### src/rtl/exp_shift_pkg.sv
package exp_shift_pkg;

  typedef enum logic {
    DIR_LEFT  = 1'b0,
    DIR_RIGHT = 1'b1
  } shift_dir_e;

  // select bits consumed by one stage
  function automatic int unsigned sel_bits(input bit radix4);
    return radix4 ? 2 : 1;
  endfunction

  // number of stages needed to cover log_w amount bits
  function automatic int unsigned stage_count(input int unsigned log_w,
                                              input int unsigned rb);
    return (log_w + rb - 1) / rb;
  endfunction

endpackage

### src/rtl/exp_shift_stage.sv
module exp_shift_stage #(
  parameter int unsigned VW   = 128,
  parameter int unsigned RB   = 1,
  parameter int unsigned STEP = 1,
  parameter bit          LEFT = 1'b1
) (
  input  logic          clk,
  input  logic          rst_n,
  input  logic [VW-1:0] din,
  input  logic [RB-1:0] sel,
  output logic [VW-1:0] dout
);

  localparam int unsigned NWAY = 1 << RB;

  always_comb begin
    dout = din;
    for (int j = 1; j < NWAY; j++) begin
      if (sel == RB'(j)) begin
        dout = LEFT ? (din << (j * STEP)) : (din >> (j * STEP));
      end
    end
  end


  bits_kept_chk: assert property (@(posedge clk) disable iff (!rst_n)
    $countones(dout) == $countones(din));

endmodule

### src/rtl/exp_shift_unit.sv
module exp_shift_unit #(
  parameter int unsigned W      = 64,
  parameter int unsigned LOG_W  = 6,
  parameter bit          RADIX4 = 1'b0,
  parameter bit          LEFT   = 1'b1,
  parameter bit          PIPE   = 1'b0
) (
  input  logic             clk,
  input  logic             rst_n,
  input  logic [2*W-1:0]   din,
  input  logic [LOG_W-1:0] amt,
  output logic [2*W-1:0]   dout
);
  import exp_shift_pkg::*;

  localparam int unsigned RB      = sel_bits(RADIX4);
  localparam int unsigned NST     = stage_count(LOG_W, RB);
  localparam int unsigned PAD     = NST * RB;
  localparam int unsigned PIPE_AT = NST / 2;

  logic [PAD-1:0] amt_pad;
  logic [PAD-1:0] amt_late;
  logic [2*W-1:0] v [0:NST];

  assign amt_pad = PAD'(amt);
  assign v[0]    = din;

  if (PIPE) begin : g_pipe
    logic [2*W-1:0] mid_q;
    logic [PAD-1:0] amt_q;
    always_ff @(posedge clk or negedge rst_n) begin
      if (!rst_n) begin
        mid_q <= '0;
        amt_q <= '0;
      end else begin
        mid_q <= v[PIPE_AT];
        amt_q <= amt_pad;
      end
    end
    assign amt_late = amt_q;
    for (genvar k = 0; k < NST; k++) begin : g_st
      logic [2*W-1:0] st_in;
      logic [RB-1:0]  st_sel;
      if (k == PIPE_AT) begin : g_cut
        assign st_in = mid_q;
      end else begin : g_thru
        assign st_in = v[k];
      end
      if (k >= PIPE_AT) begin : g_late
        assign st_sel = amt_late[k*RB +: RB];
      end else begin : g_early
        assign st_sel = amt_pad[k*RB +: RB];
      end
      exp_shift_stage #(.VW(2*W), .RB(RB), .STEP(1 << (k*RB)), .LEFT(LEFT)) u_stage (
        .clk(clk), .rst_n(rst_n), .din(st_in), .sel(st_sel), .dout(v[k+1]));
    end
  end else begin : g_flat
    assign amt_late = amt_pad;
    for (genvar k = 0; k < NST; k++) begin : g_st
      exp_shift_stage #(.VW(2*W), .RB(RB), .STEP(1 << (k*RB)), .LEFT(LEFT)) u_stage (
        .clk(clk), .rst_n(rst_n), .din(v[k]), .sel(amt_late[k*RB +: RB]), .dout(v[k+1]));
    end
  end

  assign dout = v[NST];

endmodule

### src/rtl/exp_shift_recombine.sv
module exp_shift_recombine #(
  parameter int unsigned W = 64
) (
  input  logic [2*W-1:0] left_res,
  input  logic [2*W-1:0] right_res,
  input  logic           dir_right,
  output logic [W-1:0]   word_lo,
  output logic [W-1:0]   word_hi
);
  import exp_shift_pkg::*;

  shift_dir_e dir;
  assign dir = shift_dir_e'(dir_right);

  always_comb begin
    if (dir == DIR_RIGHT) begin
      word_lo = right_res[2*W-1:W];
      word_hi = right_res[W-1:0];
    end else begin
      word_lo = left_res[W-1:0];
      word_hi = left_res[2*W-1:W];
    end
  end

endmodule

### src/rtl/exp_shifter.sv
module exp_shifter #(
  parameter int unsigned DATA_W = 64,
  parameter int unsigned AMT_W  = 8,
  parameter bit          RADIX4 = 1'b0,
  parameter bit          PIPE   = 1'b0
) (
  input  logic              clk,
  input  logic              rst_n,
  input  logic              valid_in,
  input  logic [DATA_W-1:0] data_in,
  input  logic [AMT_W-1:0]  shift_amt,
  input  logic              dir_right,
  input  logic              byte_mode,
  output logic              valid_out,
  output logic [DATA_W-1:0] word_lo,
  output logic [DATA_W-1:0] word_hi
);

  localparam int unsigned LOG_W = $clog2(DATA_W);

  // effective bit shift: low log2 bits, or byte offset times eight
  function automatic logic [LOG_W-1:0] eff_shift(input logic [AMT_W-1:0] a,
                                                 input logic bm);
    logic [LOG_W-1:0] n;
    if (bm) n = LOG_W'(a[2:0]) << 3;
    else    n = a[LOG_W-1:0];
    return n;
  endfunction

  logic [LOG_W-1:0]    eff_amt;
  logic [LOG_W-1:0]    eff_out;
  logic                dir_out;
  logic [2*DATA_W-1:0] left_res;
  logic [2*DATA_W-1:0] right_res;

  assign eff_amt = eff_shift(shift_amt, byte_mode);

  exp_shift_unit #(.W(DATA_W), .LOG_W(LOG_W), .RADIX4(RADIX4), .LEFT(1'b1), .PIPE(PIPE)) u_left (
    .clk(clk), .rst_n(rst_n),
    .din({{DATA_W{1'b0}}, data_in}), .amt(eff_amt), .dout(left_res));

  exp_shift_unit #(.W(DATA_W), .LOG_W(LOG_W), .RADIX4(RADIX4), .LEFT(1'b0), .PIPE(PIPE)) u_right (
    .clk(clk), .rst_n(rst_n),
    .din({data_in, {DATA_W{1'b0}}}), .amt(eff_amt), .dout(right_res));

  if (PIPE) begin : g_ctl_q
    logic valid_q, dir_q;
    logic [LOG_W-1:0] eff_q;
    always_ff @(posedge clk or negedge rst_n) begin
      if (!rst_n) begin
        valid_q <= 1'b0;
        dir_q   <= 1'b0;
        eff_q   <= '0;
      end else begin
        valid_q <= valid_in;
        dir_q   <= dir_right;
        eff_q   <= eff_amt;
      end
    end
    assign valid_out = valid_q;
    assign dir_out   = dir_q;
    assign eff_out   = eff_q;


    valid_lat_chk: assert property (@(posedge clk) disable iff (!rst_n)
      valid_in |=> valid_out);
  end else begin : g_ctl_c
    assign valid_out = valid_in;
    assign dir_out   = dir_right;
    assign eff_out   = eff_amt;
  end

  exp_shift_recombine #(.W(DATA_W)) u_recombine (
    .left_res(left_res), .right_res(right_res), .dir_right(dir_out),
    .word_lo(word_lo), .word_hi(word_hi));


  zero_spill_chk: assert property (@(posedge clk) disable iff (!rst_n)
    (eff_out == '0) |-> (word_hi == '0));


  byte_align_chk: assert property (@(posedge clk) disable iff (!rst_n)
    byte_mode |-> (eff_amt[2:0] == 3'b000));

endmodule

### config.mk
export PLATFORM = sky130hd
export DESIGN_NAME = exp_shifter
export DESIGN_NICKNAME = d
export VERILOG_FILES = /design/src/rtl/exp_shift_pkg.sv /design/src/rtl/exp_shift_stage.sv /design/src/rtl/exp_shift_unit.sv /design/src/rtl/exp_shift_recombine.sv /design/src/rtl/exp_shifter.sv
export SDC_FILE = /design/constraint.sdc
export NUM_CORES = 1
export LEC_CHECK = 0
export ABC_AREA = 1
export BUFFER_PORTS_ARGS = -buffer_cell sky130_fd_sc_hd__buf_2
export CAP_MARGIN = 20
export CORE_ASPECT_RATIO = 2
export CORE_UTILIZATION = 64
export DETAILED_ROUTE_END_ITERATION = 7
export PLACE_DENSITY = 0.85
export RECOVER_POWER = 100
export SLEW_MARGIN = 20
export SYNTH_ARGS = -nofsm -noshare
export SYNTH_HDL_FRONTEND = slang
export SYNTH_HIERARCHICAL = 1
export SYNTH_SLANG_ARGS = --single-unit
### constraint.sdc
create_clock -name vclk -period 2.2
set_input_delay 0.22 -clock vclk [all_inputs]
set_output_delay 0.22 -clock vclk [all_outputs]
set_load 0.1 [all_outputs]
==> results of run 1 <==
[logic make-up after synthesis]
logic type             synth area share
and+or+nand+nor                  0.8704
buffers and inverters            0.1294
other                         0.0001830
[Yosys cell counts (all sizes together)]
library cell | n | area [sq um]
nor2 | 129 | 484.2
nand2 | 4623 | 17350
buf | 289 | 1906
clkbuf | 56 | 210.2
inv | 143 | 536.8
conb | 1 | 3.750
[routing by layer]
metal  global-route usage  overflow
met1               0.8205        16
met2                1.077       744
met3               0.7253        10
met4                1.001       340
met5               0.2833         2
[stage by stage]
| stage | util | setup TNS, ns |
|---|---|---|
| after CTS | 0.8409 | -43.53 |
| after detailed placement | 0.8010 | -64.55 |
| after global placement | 0.8010 | -52.97 |
| after floorplan | - | 0 |
[timing repair]
action	4_1_cts
setup endpoints to repair	128
pin swaps	80
buffers inserted	8
gates cloned	9
gates resized for setup	347
==> reports/metrics.csv, run 1 <==
stage,metric,value,unit
synth,synthCells,5241,
place,pre_cts_ws,-0.6868,ns
grt,grt_use_total,0.8817,
place,dp.cells,5946,
synth,yosysSeqAreaShare,0,
die,fp.dieH,255.1,um
place,placed_area,25260,sq um
grt,grt_overflow,1112,
die,rows,92,
die,die_w,128.5,um
outcome,firstError,[ERROR GRT-0116] Global routing finished with congestion. Check the congestion regions in the DRC Viewer.,
place,io_buffers,200,
place,hpwl,75.82,mm
synth,syn_area_per_cell,3.910,sq um
place,place.gp.congestion,1.410,
die,start_util,0.6498,
die,ios,206,
grt,grt_pass1_vias,38700,
grt,grt_pass1_wl,226.1,mm
outcome,haltStage,global routing (5_1_grt),
synth,yosysWarnings,6,
synth,synth.cell_area,20490,sq um
clocking,cts_hold_buf,0,
synth,synth_cell_types,9,
grt,grt_max_degree,129,
outcome,status,did not finish,
==> inputs of run 2 (changes only) <==
--- a/config.mk
+++ b/config.mk
@@ -8,10 +8,9 @@
 export ABC_AREA = 1
 export BUFFER_PORTS_ARGS = -buffer_cell sky130_fd_sc_hd__buf_2
 export CAP_MARGIN = 20
-export CORE_ASPECT_RATIO = 2
-export CORE_UTILIZATION = 64
+export CORE_UTILIZATION = 40
 export DETAILED_ROUTE_END_ITERATION = 7
-export PLACE_DENSITY = 0.85
+export PLACE_DENSITY_LB_ADDON = 0.15
 export RECOVER_POWER = 100
 export SLEW_MARGIN = 20
 export SYNTH_ARGS = -nofsm -noshare
==> run 2 against run 1 <==
Net effect:
- the flow now finishes, with violations (setup timing)
- synthesized area is the same
- synthesized cell count did not move
==> reports/metrics.csv, run 2 <==
stage,metric,value,unit,change
power_and_ir_drop,leakagePower,20.28,nW,
sta,fmax,369.6,MHz,
worst_setup_path,cp_common_cell,nand2_1,,
worst_setup_path,startpoint_type,input port,,
place,place.gp.congestion,1.140,,-19%
final_layout,drive_gt1_frac,0.2440,,
place,pre_cts_ws,-0.7002,ns,-0.01339 ns
synth,synth.cell_area,20490,sq um,unchanged
worst_setup_path,cp.required,1.98,ns,
sta,worstMarginPinSlew,0.6072,ns,
die,die_w,228.4,um,+78%
routing,vias,31535,,
sta,fin_crit,2.706,ns,
grt,grt_pass1_wl,158.9,mm,
synth,syn_area_per_cell,3.910,sq um,unchanged
outcome,violations,setup timing,,
final_layout,clock_buffers,0,,
sta,grt_setup_unrepaired,yes,,
worst_setup_path,critPathKind,input port to output port,,
synth,yosysSeqAreaShare,0,,unchanged
min_path,hp-class,input port to output port,,
power_and_ir_drop,total_power,14.16,mW,
final_layout,seq_cells,0,,
final_layout,fin_nets,5826,,
routing,final_antenna_net_count,0,,
worst_setup_path,cp.depth,22,,
place,io_buffers,200,,unchanged
synth,synth_cell_types,9,,unchanged
sta,finalSetupViolCount,128,,
routing,routed_wirelength,106.5,mm,
run,cap_violations,0,,
routing,wl_per_cell,16.60,um,
worst_setup_path,crit_chain,buf_8 > nor2_4 > buf_12 > buf_12 > buf_16 > clkbuf_16 > nand2_1 > nand2_2 > nand2_1 > nand2_2 > nand2_1 > nand2_2 > nand2_1 > nand2_2 > nand2_1 > nand2_2 > buf_6 > inv_1 > nor2_1 > nand2_1 > nand2_4 > buf_12,,
worst_setup_path,critPathMaxFanout,7,,
die,coreArea,50380,sq um,
worst_setup_path,cpMaxStageDelayCell,buf_12,,
synth,synth_area_leaders,"nand2_1 85%, buf_2 4.6%, buf_6 3.0%",,
grt,grt_overflow,0,,
sta,min_period_over_period,1.230,,
final_layout,layout_common_cells,"3895 x nand2_1, 623 x nand2_2, 303 x buf_4",,
power_and_ir_drop,power_switching,9.618,mW,
power_and_ir_drop,seq_power_share,0,,
sta,slew_headroom,0.5952,,
worst_setup_path,cp_data_arrival_time,2.49,ns,
final_layout,fillers,5613,,
outcome,status,"complete, but fails checks",,
place,hpwl,87.15,mm,+15%
power_and_ir_drop,sw_frac_of_total,0.6793,,
grt,grt_pass1_vias,27088,,
die,rows,82,,-11%
synth,synthTopCellsByCount,"4623 x nand2_1, 188 x buf_2, 129 x inv_1, 129 x nor2_1, 56 x clkbuf_1",,
synth,yosysTopAreaCellShare,0.8468,,unchanged
die,fp.dieH,228.4,um,-10%
routing,drt_iter0_markers,3517,,
grt,grt_use_total,0.3885,,
final_layout,antenna_cells,0,,
synth,yosysWarnings,6,,unchanged
sta,setup_slack,-0.5056,ns,
power_and_ir_drop,power.density,473.3,nW/um^2,
worst_setup_path,crit_buf_inv,8,,
power_and_ir_drop,peakVddDrop,0.2741,mV,
die,die_area,52140,sq um,
grt,grt_max_degree,98,,
routing,viasPerCell,4.913,,
routing,dr.pass1.iters,6,,
final_layout,seq_area,0,sq um,
synth,yosysMostFrequentCell,nand2_1,,
grt,antenna_found_initial,0,,
min_path,hold_depth,0,,
worst_setup_path,cp_top_family,simple AND/OR/NAND/NOR gates,,
final_layout,area_delta_synth_final,45.99,%,
power_and_ir_drop,intPower,4.541,mW,
synth,synthCells,5241,,unchanged
routing,remaining_drc_errors,0,,
die,start_util,0.4068,,-0.2429
synth,yosys.area.top_type,nand2_1,,
sta,drv_slew,0,,
worst_setup_path,end_kind,output port,,
final_layout,layout_commonest_cell,nand2_1,,
worst_setup_path,critPathMaxStageDelay,0.17,ns,
place,dp.cells,6388,,+7.4%
die,ios,206,,unchanged
worst_setup_path,startpoint,byte_mode,,
sta,hold_viol,0,,
power_and_ir_drop,clkPwrFrac,0,,
worst_setup_path,endpoint,word_lo[27],,
power_and_ir_drop,p_comb_frac,1.000,,
final_layout,finalNonFillerCells,6419,,
run 2: power groups by stage:
stage	Clock (mW)	Combinational, mW	Sequential (mW)
global placement	0	12.5	0
detailed placement	0	12.5	0
global route	0	14.9	0
finish	0	14.2	0
CTS	0	13.0	0
floorplan	0	7.99	0
run 2: final cells by class:
type,instances,area (sq um),area share
inverters,143,581.8,0.01945
multi-input cells,5006,21360,0.7139
repair buffers,598,7137,0.2386
well taps,672,840.8,0.02810
run 2: per-layer routing:
metal / GRT usage / part of all wire
met5: 0 / 0
met4: 0.1573 / 0.054
met3: 0.04366 / 0.090
met2: 0.5874 / 0.41
met1: 0.5546 / 0.44
run 2: timing repair:
action	4_1_cts	5_1_grt
buffers inserted	6	4
setup endpoints to repair	128	128
hold buffers	0	0
resized for setup	387	385
pin swaps	71	153
cloned	10	11
run 2: logic make-up (layout without fill, tap and decap cells):
group / Yosys count / after routing / synth area share
buf+inv: 488 / 741 / 0.1294
simple gates: 4752 / 4752 / 0.8704
other cells: 1 / 254 / 0.0001830
run 2: worst min-delay path by stage:
stage	start	slack, ns	end
3_5_place_dp	valid_in	0.44	valid_out
5_1_grt	valid_in	0.44	valid_out
4_1_cts	valid_in	0.44	valid_out
2_1_floorplan	valid_in	0.65	valid_out
6_report	valid_in	0.44	valid_out
3_3_place_gp	valid_in	0.44	valid_out
run 2: through the flow:
step | setup TNS [ns] | utilization | area, sq um | hold WS (ns)
4_1_cts | -51.90 | 0.5661 | 28520 | 0.4407
5_1_grt | -69.03 | 0.5939 | 29920 | 0.4406
3_3_place_gp | -69.93 | 0.5384 | 27120 | 0.4407
2_1_floorplan | 0 | - | 22050 | 0.6515
3_5_place_dp | -70.05 | 0.5384 | 27120 | 0.4407
6_report | -55.02 | 0.5939 | 29920 | 0.4402
No activity file was read; power rests on OpenSTA's default activity.
